<file path="src/rtl/gauge_cmd_pkg.sv">
package gauge_cmd_pkg;
  localparam int PIN_SCLK  = 0;
  localparam int PIN_CS    = 1;
  localparam int PIN_SI    = 2;
  localparam int PIN_OE    = 3;
  localparam int PIN_COUNT = 4;

  typedef struct packed {
    logic shiftEn;  // rising serial clock inside a frame
    logic soLoad;   // falling serial clock inside a frame
    logic commit;   // falling select
  } ctrlStrobes_t;
endpackage

</file>
<file path="src/rtl/gauge_cmd_ctrl.sv">
module gauge_cmd_ctrl
  import gauge_cmd_pkg::*;
#(
  parameter int SYNC_STAGES = 2
) (
  input  logic         sysClk,
  input  logic         rstN,
  input  logic         sclkIn,
  input  logic         csIn,
  input  logic         siIn,
  input  logic         oeIn,
  output ctrlStrobes_t strobes,
  output logic         siBit,
  output logic         oeLevel,
  output logic         faultOut
);
  localparam int LAST = SYNC_STAGES - 1;

  logic [PIN_COUNT-1:0] syncStage [SYNC_STAGES];
  logic [PIN_COUNT-1:0] pinNow;
  logic [PIN_COUNT-1:0] pinPrev;
  logic [PIN_COUNT-1:0] pinRaw;

  assign pinRaw[PIN_SCLK] = sclkIn;
  assign pinRaw[PIN_CS]   = csIn;
  assign pinRaw[PIN_SI]   = siIn;
  assign pinRaw[PIN_OE]   = oeIn;

  always_ff @(posedge sysClk or negedge rstN) begin
    if (!rstN) begin
      for (int i = 0; i < SYNC_STAGES; i++) syncStage[i] <= '0;
      pinPrev <= '0;
    end else begin
      syncStage[0] <= pinRaw;
      for (int i = 1; i < SYNC_STAGES; i++) syncStage[i] <= syncStage[i-1];
      pinPrev <= syncStage[LAST];
    end
  end

  assign pinNow = syncStage[LAST];

  logic sclkRise, sclkFall, csFall;
  assign sclkRise = pinNow[PIN_SCLK] & ~pinPrev[PIN_SCLK];
  assign sclkFall = ~pinNow[PIN_SCLK] & pinPrev[PIN_SCLK];
  assign csFall   = ~pinNow[PIN_CS] & pinPrev[PIN_CS];

  always_comb begin
    strobes.shiftEn = sclkRise & pinNow[PIN_CS];
    strobes.soLoad  = sclkFall & pinNow[PIN_CS];
    strobes.commit  = csFall;
  end

  assign siBit   = pinNow[PIN_SI];
  assign oeLevel = pinNow[PIN_OE];

  always_ff @(posedge sysClk or negedge rstN) begin
    if (!rstN)       faultOut <= 1'b1;
    else if (csFall) faultOut <= 1'b0;
  end

  assert_fault_sticky_R7: assert property (@(posedge sysClk) disable iff (!rstN)
    !faultOut |=> !faultOut);
  assert_strobe_exclusive_R2: assert property (@(posedge sysClk) disable iff (!rstN)
    $onehot0(strobes));
endmodule

</file>
<file path="src/rtl/gauge_cmd_datapath.sv">
module gauge_cmd_datapath
  import gauge_cmd_pkg::*;
#(
  parameter int WORD_W = 10
) (
  input  logic              sysClk,
  input  logic              rstN,
  input  ctrlStrobes_t      strobes,
  input  logic              siBit,
  input  logic              oeLevel,
  output logic              soOut,
  output logic [WORD_W-1:0] cmdWord,
  output logic              cmdUpdate,
  output logic              outEnable
);
  localparam int TOP = WORD_W - 1;

  logic [WORD_W-1:0] shiftReg;

  always_ff @(posedge sysClk or negedge rstN) begin
    if (!rstN) begin
      shiftReg  <= '0;
      soOut     <= 1'b0;
      cmdWord   <= '0;
      cmdUpdate <= 1'b0;
      outEnable <= 1'b0;
    end else begin
      cmdUpdate <= strobes.commit;
      if (strobes.shiftEn) shiftReg <= {shiftReg[TOP-1:0], siBit};
      if (strobes.soLoad)  soOut    <= shiftReg[TOP];
      if (strobes.commit) begin
        cmdWord   <= shiftReg;
        outEnable <= oeLevel;
      end
    end
  end

  assert_hold_stable_R5: assert property (@(posedge sysClk) disable iff (!rstN)
    !strobes.commit |=> $stable(cmdWord));
  assert_update_single_R5: assert property (@(posedge sysClk) disable iff (!rstN)
    cmdUpdate |=> !cmdUpdate);
  assert_so_quiet_R4: assert property (@(posedge sysClk) disable iff (!rstN)
    !strobes.soLoad |=> $stable(soOut));
  assert_oe_hold_R8: assert property (@(posedge sysClk) disable iff (!rstN)
    !strobes.commit |=> $stable(outEnable));
endmodule

</file>
<file path="src/rtl/gauge_cmd_port.sv">
module gauge_cmd_port
  import gauge_cmd_pkg::*;
#(
  parameter int WORD_W      = 10,
  parameter int SYNC_STAGES = 2
) (
  input  logic              sysClk,
  input  logic              rstN,
  input  logic              sclkIn,
  input  logic              csIn,
  input  logic              siIn,
  input  logic              oeIn,
  output logic              soOut,
  output logic              faultOut,
  output logic [WORD_W-1:0] cmdWord,
  output logic              cmdUpdate,
  output logic              outEnable
);
  ctrlStrobes_t strobes;
  logic siBit, oeLevel;

  gauge_cmd_ctrl #(.SYNC_STAGES(SYNC_STAGES)) u_ctrl (
    .sysClk(sysClk), .rstN(rstN), .sclkIn(sclkIn), .csIn(csIn), .siIn(siIn),
    .oeIn(oeIn), .strobes(strobes), .siBit(siBit), .oeLevel(oeLevel),
    .faultOut(faultOut)
  );

  gauge_cmd_datapath #(.WORD_W(WORD_W)) u_datapath (
    .sysClk(sysClk), .rstN(rstN), .strobes(strobes), .siBit(siBit),
    .oeLevel(oeLevel), .soOut(soOut), .cmdWord(cmdWord),
    .cmdUpdate(cmdUpdate), .outEnable(outEnable)
  );
endmodule

</file>
<file path="config.mk">
export PLATFORM = sky130hd
export DESIGN_NAME = gauge_cmd_port
export DESIGN_NICKNAME = d
export VERILOG_FILES = /design/src/rtl/gauge_cmd_pkg.sv /design/src/rtl/gauge_cmd_ctrl.sv /design/src/rtl/gauge_cmd_datapath.sv /design/src/rtl/gauge_cmd_port.sv
export SDC_FILE = /design/constraint.sdc
export NUM_CORES = 1
export LEC_CHECK = 0
export BUFFER_PORTS_ARGS = -buffer_cell sky130_fd_sc_hd__buf_4
export CAP_MARGIN = 0
export CORE_UTILIZATION = 48
export DETAILED_ROUTE_END_ITERATION = 16
export PLACE_DENSITY = 0.69
export SETUP_SLACK_MARGIN = 0.1
export SYNTH_ARGS = -nofsm -noshare
export SYNTH_HDL_FRONTEND = slang
export SYNTH_HIERARCHICAL = 1
export SYNTH_SLANG_ARGS = --single-unit
</file>
<file path="constraint.sdc">
create_clock -name sysClk -period 1.36 [get_ports sysClk]
set_input_delay 0.136 -clock sysClk [delete_from_list [all_inputs] [get_ports sysClk]]
set_output_delay 0.136 -clock sysClk [all_outputs]
set_load 0.005 [all_outputs]
</file>
# Word level (Yosys, flattened, before mapping)
# Index checks and enable logic that the tools add are counted.
totals:
  register_bits: 34
  input_bits: 6
  out_inout_bits: 14
  elab_cells: 17
classes:
  bitwise: 8
op_table:
  columns: ["cell", "n"]
  rows:
  - ["$and A1 B1 Y1", 5]
  - ["$not A1 Y1", 3]

# Depth between registers and ports, before layout
# Gate-level depths: netlist of the first run.
logic_depth:
  ltp_word: 3
  mapped_depth: 4

# Hierarchy
# The synthesis of the first run kept the hierarchy.
modules_own_cells:
  columns: ["module", "instances", "cells_per_inst", "area_each_um2", "seq_area_each_um2"]
  rows:
  - ["gauge_cmd_datapath", 1, 47, 883.3, 575.6]
  - ["gauge_cmd_ctrl", 1, 17, 317.8, 276.5]

# Least setup slack after synthesis of the first run
# Ideal clock, no wire load.
synth_path:
  kind: "register -> register"
  startpoint: "register u_ctrl.syncStage (netlist bit u_ctrl/pinNow[1])"
  endpoint: "register u_datapath.cmdWord[0]"
  t_arrival_ps: 1095
  slack_ps: 140
  path_stages_with_launch: 5
  period_less_slack_ps: 1220
  cell_sequence: "dfrtp_1 nor2b_2 buf_4 buf_6 mux2_4"
synth_between:
  elab_chain_cells: 2
synth_lines:
  columns: ["item", "line_no", "source"]
  rows:
  - ["start, declared", "gauge_cmd_ctrl.sv:19", "logic [PIN_COUNT-1:0] syncStage [SYNC_STAGES];"]
  - ["$not A1 Y1", "gauge_cmd_ctrl.sv:45", "assign csFall = ~pinNow[PIN_CS] & pinPrev[PIN_CS];"]
  - ["$and A1 B1 Y1", "gauge_cmd_ctrl.sv:45", null]
  - ["named net u_ctrl.csFall", "gauge_cmd_ctrl.sv:42", "logic sclkRise, sclkFall, csFall;"]
  - ["end signal, assigned", "gauge_cmd_datapath.sv:32", "cmdWord <= shiftReg;"]
  - ["end, declared", "gauge_cmd_datapath.sv:12", "output logic [WORD_W-1:0] cmdWord,"]
# The timed path passes the listed nets, and every way through them passes these cells.
# A chain may end at the register's enable or synchronous reset.

==> impl_metrics.env, run 1 <==
export IMPL_clkLatencyLatePin_ns=0.33
export IMPL_via_per_inst=4.95
export IMPL_critPathKind="flip-flop to flip-flop"
export IMPL_finalCriticalPeriod_ns=1.22
export IMPL_ys_seq_elements=34
export IMPL_slew_violations=0
export IMPL_avgRoutedWirePerCell_um=14.3
export IMPL_route_detailed_drc=0
export IMPL_finalSetupViolCount=0
export IMPL_start_kind="flip-flop"
export IMPL_cts_clk_slew_worst_paths_ns=0.10
export IMPL_hold_class="input port to async pin"
export IMPL_io_buffers=19
export IMPL_dp_cells=111
export IMPL_endpoint_kind="flip-flop"
export IMPL_yosys_warnings=6
export IMPL_yosysTopAreaCell="dfrtp_1"
export IMPL_antennaDiodeCount=0
export IMPL_die_y_um=52.0
export IMPL_worst_pin_slew_ns=0.407
export IMPL_coreArea_um2=2280
export IMPL_area_growth_pct=25.5
export IMPL_rsz0062_at_grt="true"
export IMPL_pwr_density_cell_nw_per_um2=1690
export IMPL_via_count=614
export IMPL_yosysUniqueCellTypes=10
export IMPL_final_net_count=101
export IMPL_pin_count=20
export IMPL_synthesis_nets=70
export IMPL_grt_pass1_wl_mm=2.98
export IMPL_cts_buffer_depth=2
export IMPL_rr_worst_depth=3
export IMPL_fin_cells=124
export IMPL_fin_crit_sh_pct=89.5
export IMPL_slew_limit_headroom_pct=72.8
export IMPL_cts_tree="built"
export IMPL_synth_top_area_share_pct=68.8
export IMPL_fillers=168
export IMPL_start_util_pct=52.8
export IMPL_ctsRootBufferMaster="clkbuf_4"
export IMPL_fin_skew_ns=0.0117
export IMPL_grt_max_degree=35
export IMPL_pre_cts_slack_ns=0.135
export IMPL_leakage_nw=0.740
export IMPL_fp_row_count=17
export IMPL_ys_seq_area_share_pct=70.9
export IMPL_irDropWorstVdd_mv=1.02
export IMPL_netlist_instances=64
export IMPL_r2r_end="u_datapath/shiftReg[7]"
export IMPL_fin_ws_ns=0.143
export IMPL_synth_area_um2=1200
export IMPL_clock_sinks=34
export IMPL_grt_ovfl_total=0
export IMPL_synthTopCellsByArea="dfrtp_1 69%, mux2_4 13%, mux2_2 11%"
export IMPL_cts_buffers=5
export IMPL_fmax_mhz=822
export IMPL_die_area_um2=2710
export IMPL_drt_total_wl_mm=1.78
export IMPL_crit_fanout=10
export IMPL_hold_violations=0
export IMPL_first_iter_violations=1
export IMPL_first_pass_iters=3
export IMPL_status="complete, no violations"
export IMPL_cp_required_ns=1.58
export IMPL_dpl_hpwl_mm=1.10
export IMPL_drive_above_1_share_pct=57.3
export IMPL_final_setup_tns_ns=0
export IMPL_die_width_um=52.0
export IMPL_grtUsageTotal_pct=16.9
export IMPL_power_mw=2.55
export IMPL_grt_pass1_vias=632
export IMPL_rrSetupSlack_ns=0.14
export IMPL_gp_congestion=0.690
export IMPL_antenna_found_initial=0
export IMPL_htree_levels=2
export IMPL_maxCapViolCount=0
export IMPL_postSynthAreaPerCell_um2=18.8
export IMPL_reg2reg_from="u_ctrl/pinNow[1]"
export IMPL_critPathArrivalTime_ns=1.43
export IMPL_ant_nets=0
[logic make-up after synthesis]
family        count (synthesis)  share of synthesized area, %
mux                          22                          23.7
simple gates                  5                          2.81
flops                        34                          70.9
buf+inv                       3                          2.50
[how the worst max path moves through the flow]
stage | slack [ns] | cells past startpoint | endpoint | from
floorplan | 0.14 | 4 | u_datapath/cmdWord[0] | u_ctrl/pinNow[1]
global placement | 0.14 | 3 | u_datapath/cmdWord[7] | u_ctrl/pinNow[1]
detailed placement | 0.14 | 3 | u_datapath/shiftReg[1] | u_ctrl/pinNow[1]
CTS | 0.12 | 3 | u_datapath/shiftReg[7] | u_ctrl/pinNow[1]
global route | 0.1 | 3 | u_datapath/cmdWord[7] | u_ctrl/pinNow[1]
finish | 0.14 | 3 | u_datapath/shiftReg[7] | u_ctrl/pinNow[1]
[power breakdown]
part           total, mW  internal [mW]  switching, mW
Clock              0.571          0.250          0.321
Sequential          1.41           1.25          0.160
Combinational      0.562          0.407          0.155
Total               2.55           1.91          0.636
[per-layer routing]
layer	vias to the layer above	global-route usage [%]	wire, um
met4	0	10.8	46
met2	16	24.6	823
li1	274	-	-
met1	316	19.9	804
met3	8	7.89	102
met5	-	0	0
[state kept, by name, summed over array words and instances, names as in the netlist]
| signal | count |
|---|---|
| u_datapath/cmdWord | 10 |
| u_datapath/shiftReg | 10 |
| u_ctrl/pinNow | 4 |
| u_ctrl/syncStage | 4 |
| u_ctrl/pinPrev | 2 |
| u_ctrl/faultOut | 1 |
| u_datapath/cmdUpdate | 1 |
| u_datapath/outEnable | 1 |
| u_datapath/soOut | 1 |
[cells in the mapped netlist]
| library cell | n |
|---|---|
| buf_6 | 2 |
| nor2b_2 | 2 |
| nor2_1 | 1 |
| mux2_4 | 10 |
| nand2_1 | 1 |
| dfrtp_1 | 33 |
| and3b_1 | 1 |
| dfstp_2 | 1 |
| buf_4 | 1 |
| mux2_2 | 12 |
[worst max-delay path: stages, from the launching register on]
cell and delay [ns]:
dfrtp_1 0.42, and3b_2 0.23, buf_12 0.13, mux2_2 0.33
[through the flow]
step	hold slack, ns	cell area (um2)	util (%)
finish	0.267	1510	66.2
global route	0.305	1510	66.2
CTS	0.258	1510	66.2
detailed placement	0.0992	1400	61.4
global placement	0.0967	1400	61.4
floorplan	-0.160	1200	-
[timing repair]
action                                  in CTS  in global routing
endpoints found under the setup margin       0                 11
hold buffers                                 5                  0
gates resized for setup                      0                  1
endpoints found under the hold margin       37                  0
setup buffers                                0                  0
[layout by cell type (no fill, tap or decap)]
master / n
dfrtp_1: 33
buf_4: 20
mux2_2: 12
mux2_4: 10
clkbuf_4: 5
dlygate4sd3_1: 5
buf_12: 2
nor2b_2: 2
clkbuf_8: 1
clkbuf_1: 1
clkinv_2: 1
nand2_1: 1
nor2_1: 1
and3b_2: 1
dfstp_2: 1
[final cells by class]
class	count	area [um2]	area share [%]
clock buffers	7	55.1	3.65
clock inverters	1	5.00	0.332
multi-input cells	27	320	21.2
flip-flops and latches	34	852	56.5
well taps	28	35.0	2.32
repair buffers	27	240	15.9
Power figures use the tool's default switching activity.
==> run 2, diff against run 1 <==
SYNTH_HIERARCHICAL = not set   (was 1)
==> impl_metrics.env, run 2 <==
export IMPL_die_width_um=52.6
export IMPL_biggestRegsByFlops="u_datapath.cmdWord (10), u_datapath.shiftReg (10)"
export IMPL_finalSetupViolCount=0
export IMPL_synth_area_um2=1230
export IMPL_yosysUniqueCellTypes=9
export IMPL_first_iter_violations=2
export IMPL_via_count=578
export IMPL_hold_violations=0
export IMPL_pwr_density_cell_nw_per_um2=1720
export IMPL_clkLatencyLatePin_ns=0.33
export IMPL_fin_cells=122
export IMPL_final_cell_mix="33 x dfrtp_1, 19 x buf_4, 18 x mux2_4"
export IMPL_grt_pass1_wl_mm=2.99
export IMPL_worst_pin_slew_ns=0.415
export IMPL_final_setup_tns_ns=0
export IMPL_pin_count=20
export IMPL_gp_congestion=0.696
export IMPL_irDropWorstVdd_mv=1.13
export IMPL_die_area_um2=2770
export IMPL_avgRoutedWirePerCell_um=14.7
export IMPL_die_y_um=52.6
export IMPL_rrSetupSlack_ns=0.19
export IMPL_synthTopCellsByArea="dfrtp_1 67%, mux2_4 22%, mux2_2 3.7%"
export IMPL_cts_buffer_depth=2
export IMPL_cts_buffers=5
export IMPL_hold_slack_ns=0.276
export IMPL_final_cell_area_um2=1510
export IMPL_ys_flop_type="dfrtp_1"
export IMPL_fin_crit_sh_pct=85.9
export IMPL_fp_row_count=17
export IMPL_antennaDiodeCount=0
export IMPL_swShare_pct=24.7
export IMPL_ctsRootBufferMaster="clkbuf_4"
export IMPL_cts_tree="built"
export IMPL_crit_fanout=10
export IMPL_slew_violations=0
export IMPL_htree_levels=2
export IMPL_cp_slowest_cell="dfrtp_1"
export IMPL_endpoint_kind="flip-flop"
export IMPL_area_growth_pct=23.2
export IMPL_clock_sinks=34
export IMPL_yosysMostFrequentCell="dfrtp_1"
export IMPL_first_pass_iters=3
export IMPL_start_kind="flip-flop"
export IMPL_ys_seq_area_share_pct=69.3
export IMPL_cts_clk_slew_worst_paths_ns=0.10
export IMPL_final_net_count=99
export IMPL_start_util_pct=53.0
export IMPL_coreArea_um2=2320
export IMPL_grtUsageTotal_pct=16.6
export IMPL_p_int_mw=1.97
export IMPL_io_buffers=19
export IMPL_path_depth=3
export IMPL_synthesis_nets=69
export IMPL_drive_above_1_share_pct=54.3
export IMPL_grt_pass1_vias=607
export IMPL_yosysTopAreaCell="dfrtp_1"
export IMPL_fillers=174
export IMPL_via_per_inst=4.74
export IMPL_rr_worst_depth=3
export IMPL_status="complete, no violations"
export IMPL_cp_top_family="flip-flops"
export IMPL_seq_area_um2=852
export IMPL_hold_class="input port to async pin"
export IMPL_ctsResizeCount=0
export IMPL_ys_seq_elements=34
export IMPL_p_clk_share_pct=21.9
export IMPL_leakage_nw=0.789
export IMPL_power_frac_comb_pct=23.7
export IMPL_postCtsSetupBuffers=0
export IMPL_slowest_delay_ns=0.38
export IMPL_final_common_cell="dfrtp_1"
export IMPL_dp_cells=109
export IMPL_netlist_instances=63
export IMPL_reg2reg_from="u_ctrl.pinPrev[0]"
export IMPL_worst_path_buf_inv=1
export IMPL_ant_nets=0
export IMPL_grt_max_degree=35
export IMPL_critPathArrivalTime_ns=1.39
export IMPL_slew_limit_headroom_pct=72.3
export IMPL_dpl_hpwl_mm=1.04
export IMPL_drt_total_wl_mm=1.79
export IMPL_fmax_mhz=856
export IMPL_grt_ovfl_total=0
export IMPL_multiInputGateArea_um2=350
export IMPL_crit_chain="nand3b_1 -> buf_12 -> mux2_4"
export IMPL_antenna_found_initial=0
export IMPL_critPathKind="flip-flop to flip-flop"
export IMPL_maxCapViolCount=0
export IMPL_postSynthAreaPerCell_um2=19.5
export IMPL_cts_hold_buf=5
export IMPL_async_flop_share_pct=100
export IMPL_rsz0062_at_grt="false"
export IMPL_synth_commonest_cells="33 x dfrtp_1, 18 x mux2_4, 4 x mux2_2, 2 x buf_6, 2 x nand3b_1"
export IMPL_cp_required_ns=1.58
export IMPL_p_seq_share_pct=54.4
export IMPL_r2r_end="u_datapath.shiftReg[0]"
export IMPL_synth_top_area_share_pct=67.2
export IMPL_fin_skew_ns=0.00734
export IMPL_route_detailed_drc=0
export IMPL_p_switching_mw=0.645
export IMPL_critPathCapture="u_datapath.shiftReg[0]"
export IMPL_yosys_warnings=0
export IMPL_finalCriticalPeriod_ns=1.17
export IMPL_crit_start="u_ctrl.pinPrev[0]"
export IMPL_synth_edf_count=0
export IMPL_postPlaceCellArea_um2=1400
-- run 2: power by group through the flow --
| stage | clock network, mW | logic, mW | registers [mW] |
|---|---|---|---|
| after floorplan | 0 | 0.356 | 1.41 |
| after global placement | 0 | 0.595 | 1.43 |
| after detailed placement | 0 | 0.605 | 1.44 |
| after CTS | 0.591 | 0.625 | 1.42 |
| after global routing | 0.641 | 0.664 | 1.45 |
| final | 0.572 | 0.619 | 1.42 |
-- run 2: logic make-up (layout without fill, tap and decap cells) --
group	count (synthesis)	after routing	synth area share [%]
AND/OR/NAND/NOR	4	4	2.85
flip-flops	34	34	69.3
multiplexers	22	22	25.7
buffers and inverters	3	34	2.14
-- run 2: layer usage --
layer	global-route usage (%)	wire length, um	up-vias
met5	0	0	-
met3	8.70	111	4
met2	22.8	813	19
met4	7.89	31	0
li1	-	-	275
met1	21.3	834	280
-- run 2: final cells by class --
type | instances | share of cell area, %
clock buffers | 7 | 3.64
clock inverters | 1 | 0.331
inverters | 1 | 0.248
multi-input cells | 26 | 23.1
flip-flops and latches | 34 | 56.3
well taps | 28 | 2.31
repair buffers | 25 | 14.0
-- run 2: worst reg2reg max path: stages (launching register included) --
cell and delay, ns:
dfrtp_1 0.38, nand3b_1 0.20, buf_12 0.18, mux2_4 0.30
-- run 2: how the worst min path moves through the flow --
stage | start | cells after the start | slack (ns) | to
final | rstN | 2 | 0.28 | u_ctrl.pinNow[0]
after floorplan | rstN | 0 | -0.16 | u_ctrl.pinNow[0]
after CTS | rstN | 2 | 0.28 | u_datapath.soOut
after global placement | rstN | 1 | 0.1 | u_datapath.soOut
after detailed placement | rstN | 1 | 0.1 | u_datapath.soOut
after global routing | rstN | 2 | 0.29 | u_ctrl.syncStage[5]
-- run 2: stage by stage --
stage / total power [mW] / util, % / worst slack (ns)
finish: 2.61 / 65.3 / 0.192
floorplan: 1.77 / - / 0.270
CTS: 2.64 / 65.3 / 0.180
global route: 2.75 / 65.3 / 0.132
detailed placement: 2.05 / 60.6 / 0.195
global placement: 2.02 / 60.6 / 0.223
==> run 3, diff against run 2 <==
CTS_BUF_LIST = sky130_fd_sc_hd__clkbuf_4 sky130_fd_sc_hd__clkbuf_8 sky130_fd_sc_hd__clkbuf_16   (was not set)
==> impl_metrics.env, run 3 (synthesized netlist as in run 2, its figures left out) <==
export IMPL_grt_pass1_vias=607
export IMPL_hold_violations=0
export IMPL_endpoint_kind="flip-flop"
export IMPL_critPathArrivalTime_ns=1.39
export IMPL_postPlaceCellArea_um2=1400
export IMPL_final_net_count=99
export IMPL_ant_nets=0
export IMPL_worst_pin_slew_ns=0.416
export IMPL_finalCriticalPeriod_ns=1.17
export IMPL_slew_violations=0
export IMPL_finalSetupViolCount=0
export IMPL_reg2reg_from="u_ctrl.pinPrev[0]"
export IMPL_die_width_um=52.6
export IMPL_via_count=578
export IMPL_first_pass_iters=3
export IMPL_final_cell_area_um2=1520
export IMPL_grtUsageTotal_pct=16.6
export IMPL_dpl_hpwl_mm=1.04
export IMPL_critPathKind="flip-flop to flip-flop"
export IMPL_cts_tree="built"
export IMPL_avgRoutedWirePerCell_um=14.7
export IMPL_drt_total_wl_mm=1.80
export IMPL_die_y_um=52.6
export IMPL_fin_skew_ns=0.00734
export IMPL_fin_crit_sh_pct=85.9
export IMPL_final_common_cell="dfrtp_1"
export IMPL_start_util_pct=53.0
export IMPL_hold_class="input port to async pin"
export IMPL_die_area_um2=2770
export IMPL_clkLatencyLatePin_ns=0.33
export IMPL_rrSetupSlack_ns=0.19
export IMPL_start_kind="flip-flop"
export IMPL_postCtsSetupBuffers=0
export IMPL_cts_buffers=5
export IMPL_maxCapViolCount=0
export IMPL_gp_congestion=0.696
export IMPL_io_buffers=19
export IMPL_grt_ovfl_total=0
export IMPL_slew_limit_headroom_pct=72.3
export IMPL_antennaDiodeCount=0
export IMPL_final_cell_mix="33 x dfrtp_1, 19 x buf_4, 18 x mux2_4"
export IMPL_area_growth_pct=23.5
export IMPL_pin_count=20
export IMPL_ctsRootBufferMaster="clkbuf_4"
export IMPL_grt_max_degree=35
export IMPL_via_per_inst=4.74
export IMPL_fillers=174
export IMPL_pwr_density_cell_nw_per_um2=1730
export IMPL_final_setup_tns_ns=0
export IMPL_cp_required_ns=1.59
export IMPL_first_iter_violations=2
export IMPL_fmax_mhz=856
export IMPL_irDropWorstVdd_mv=1.17
export IMPL_drive_above_1_share_pct=55.3
export IMPL_cts_clk_slew_worst_paths_ns=0.10
export IMPL_crit_fanout=10
export IMPL_cts_hold_buf=5
export IMPL_leakage_nw=0.793
export IMPL_rsz0062_at_grt="false"
export IMPL_clock_sinks=34
export IMPL_cts_buffer_depth=2
export IMPL_biggestRegsByFlops="u_datapath.cmdWord (10), u_datapath.shiftReg (10)"
export IMPL_fp_row_count=17
export IMPL_antenna_found_initial=0
export IMPL_htree_levels=2
export IMPL_r2r_end="u_datapath.shiftReg[0]"
export IMPL_grt_pass1_wl_mm=2.99
export IMPL_ctsResizeCount=0
export IMPL_status="complete, no violations"
export IMPL_coreArea_um2=2320
export IMPL_route_detailed_drc=0
export IMPL_rr_worst_depth=3
==> run 3: cell count changes in the layout (fill, tap and decap cells not counted) <==
cell	before	now
clkbuf_4	5	6
clkbuf_1	1	0
==> run 3: area by class of cell <==
class                           count  area, um2  area share, %
Timing Repair Buffer               25        213           14.0
Clock inverter                      1       5.00          0.330
Tap cell                           28       35.0           2.31
Clock buffer                        7       58.8           3.87
Multi-Input combinational cell     26        350           23.1
Sequential cell                    34        852           56.1
Inverter                            1       3.75          0.247
==> run 3: critical path, stage by stage, from the launching register on <==
cell and delay [ns]:
dfrtp_1 0.38, nand3b_1 0.20, buf_12 0.18, mux2_4 0.29
==> run 3: worst max-delay path by stage <==
stage	start	to	slack, ns
2_1_floorplan	u_ctrl.pinNow[1]	u_datapath.cmdWord[1]	0.27
3_3_place_gp	u_ctrl.pinNow[1]	u_datapath.cmdWord[0]	0.22
3_5_place_dp	u_ctrl.pinNow[1]	u_datapath.cmdWord[9]	0.19
4_1_cts	u_ctrl.pinNow[1]	u_datapath.outEnable	0.18
5_1_grt	u_ctrl.pinNow[1]	u_datapath.outEnable	0.13
6_report	u_ctrl.pinPrev[0]	u_datapath.shiftReg[0]	0.19
==> run 3: where the power goes <==
group          switching [mW]  internal (mW)
clock                   0.323          0.270
sequential              0.167           1.25
combinational           0.157          0.462
==> run 3: stage by stage <==
stage | hold WS [ns] | power (mW) | instances | setup slack [ns] | utilization [%]
after floorplan | -0.160 | 1.77 | 63 | 0.270 | -
after global placement | 0.0978 | 2.02 | 109 | 0.223 | 60.6
after detailed placement | 0.0998 | 2.05 | 109 | 0.195 | 60.6
after CTS | 0.276 | 2.66 | 122 | 0.181 | 65.5
after global routing | 0.293 | 2.77 | 122 | 0.131 | 65.5
final | 0.275 | 2.63 | 122 | 0.192 | 65.5
==> run 3: routing by layer <==
metal | part of all wire, % | global-route usage (%) | vias to the layer above
li1 | - | - | 274
met1 | 47 | 21.3 | 281
met2 | 45 | 22.8 | 19
met3 | 6.3 | 8.70 | 4
met4 | 1.7 | 7.89 | 0
met5 | 0 | 0 | -
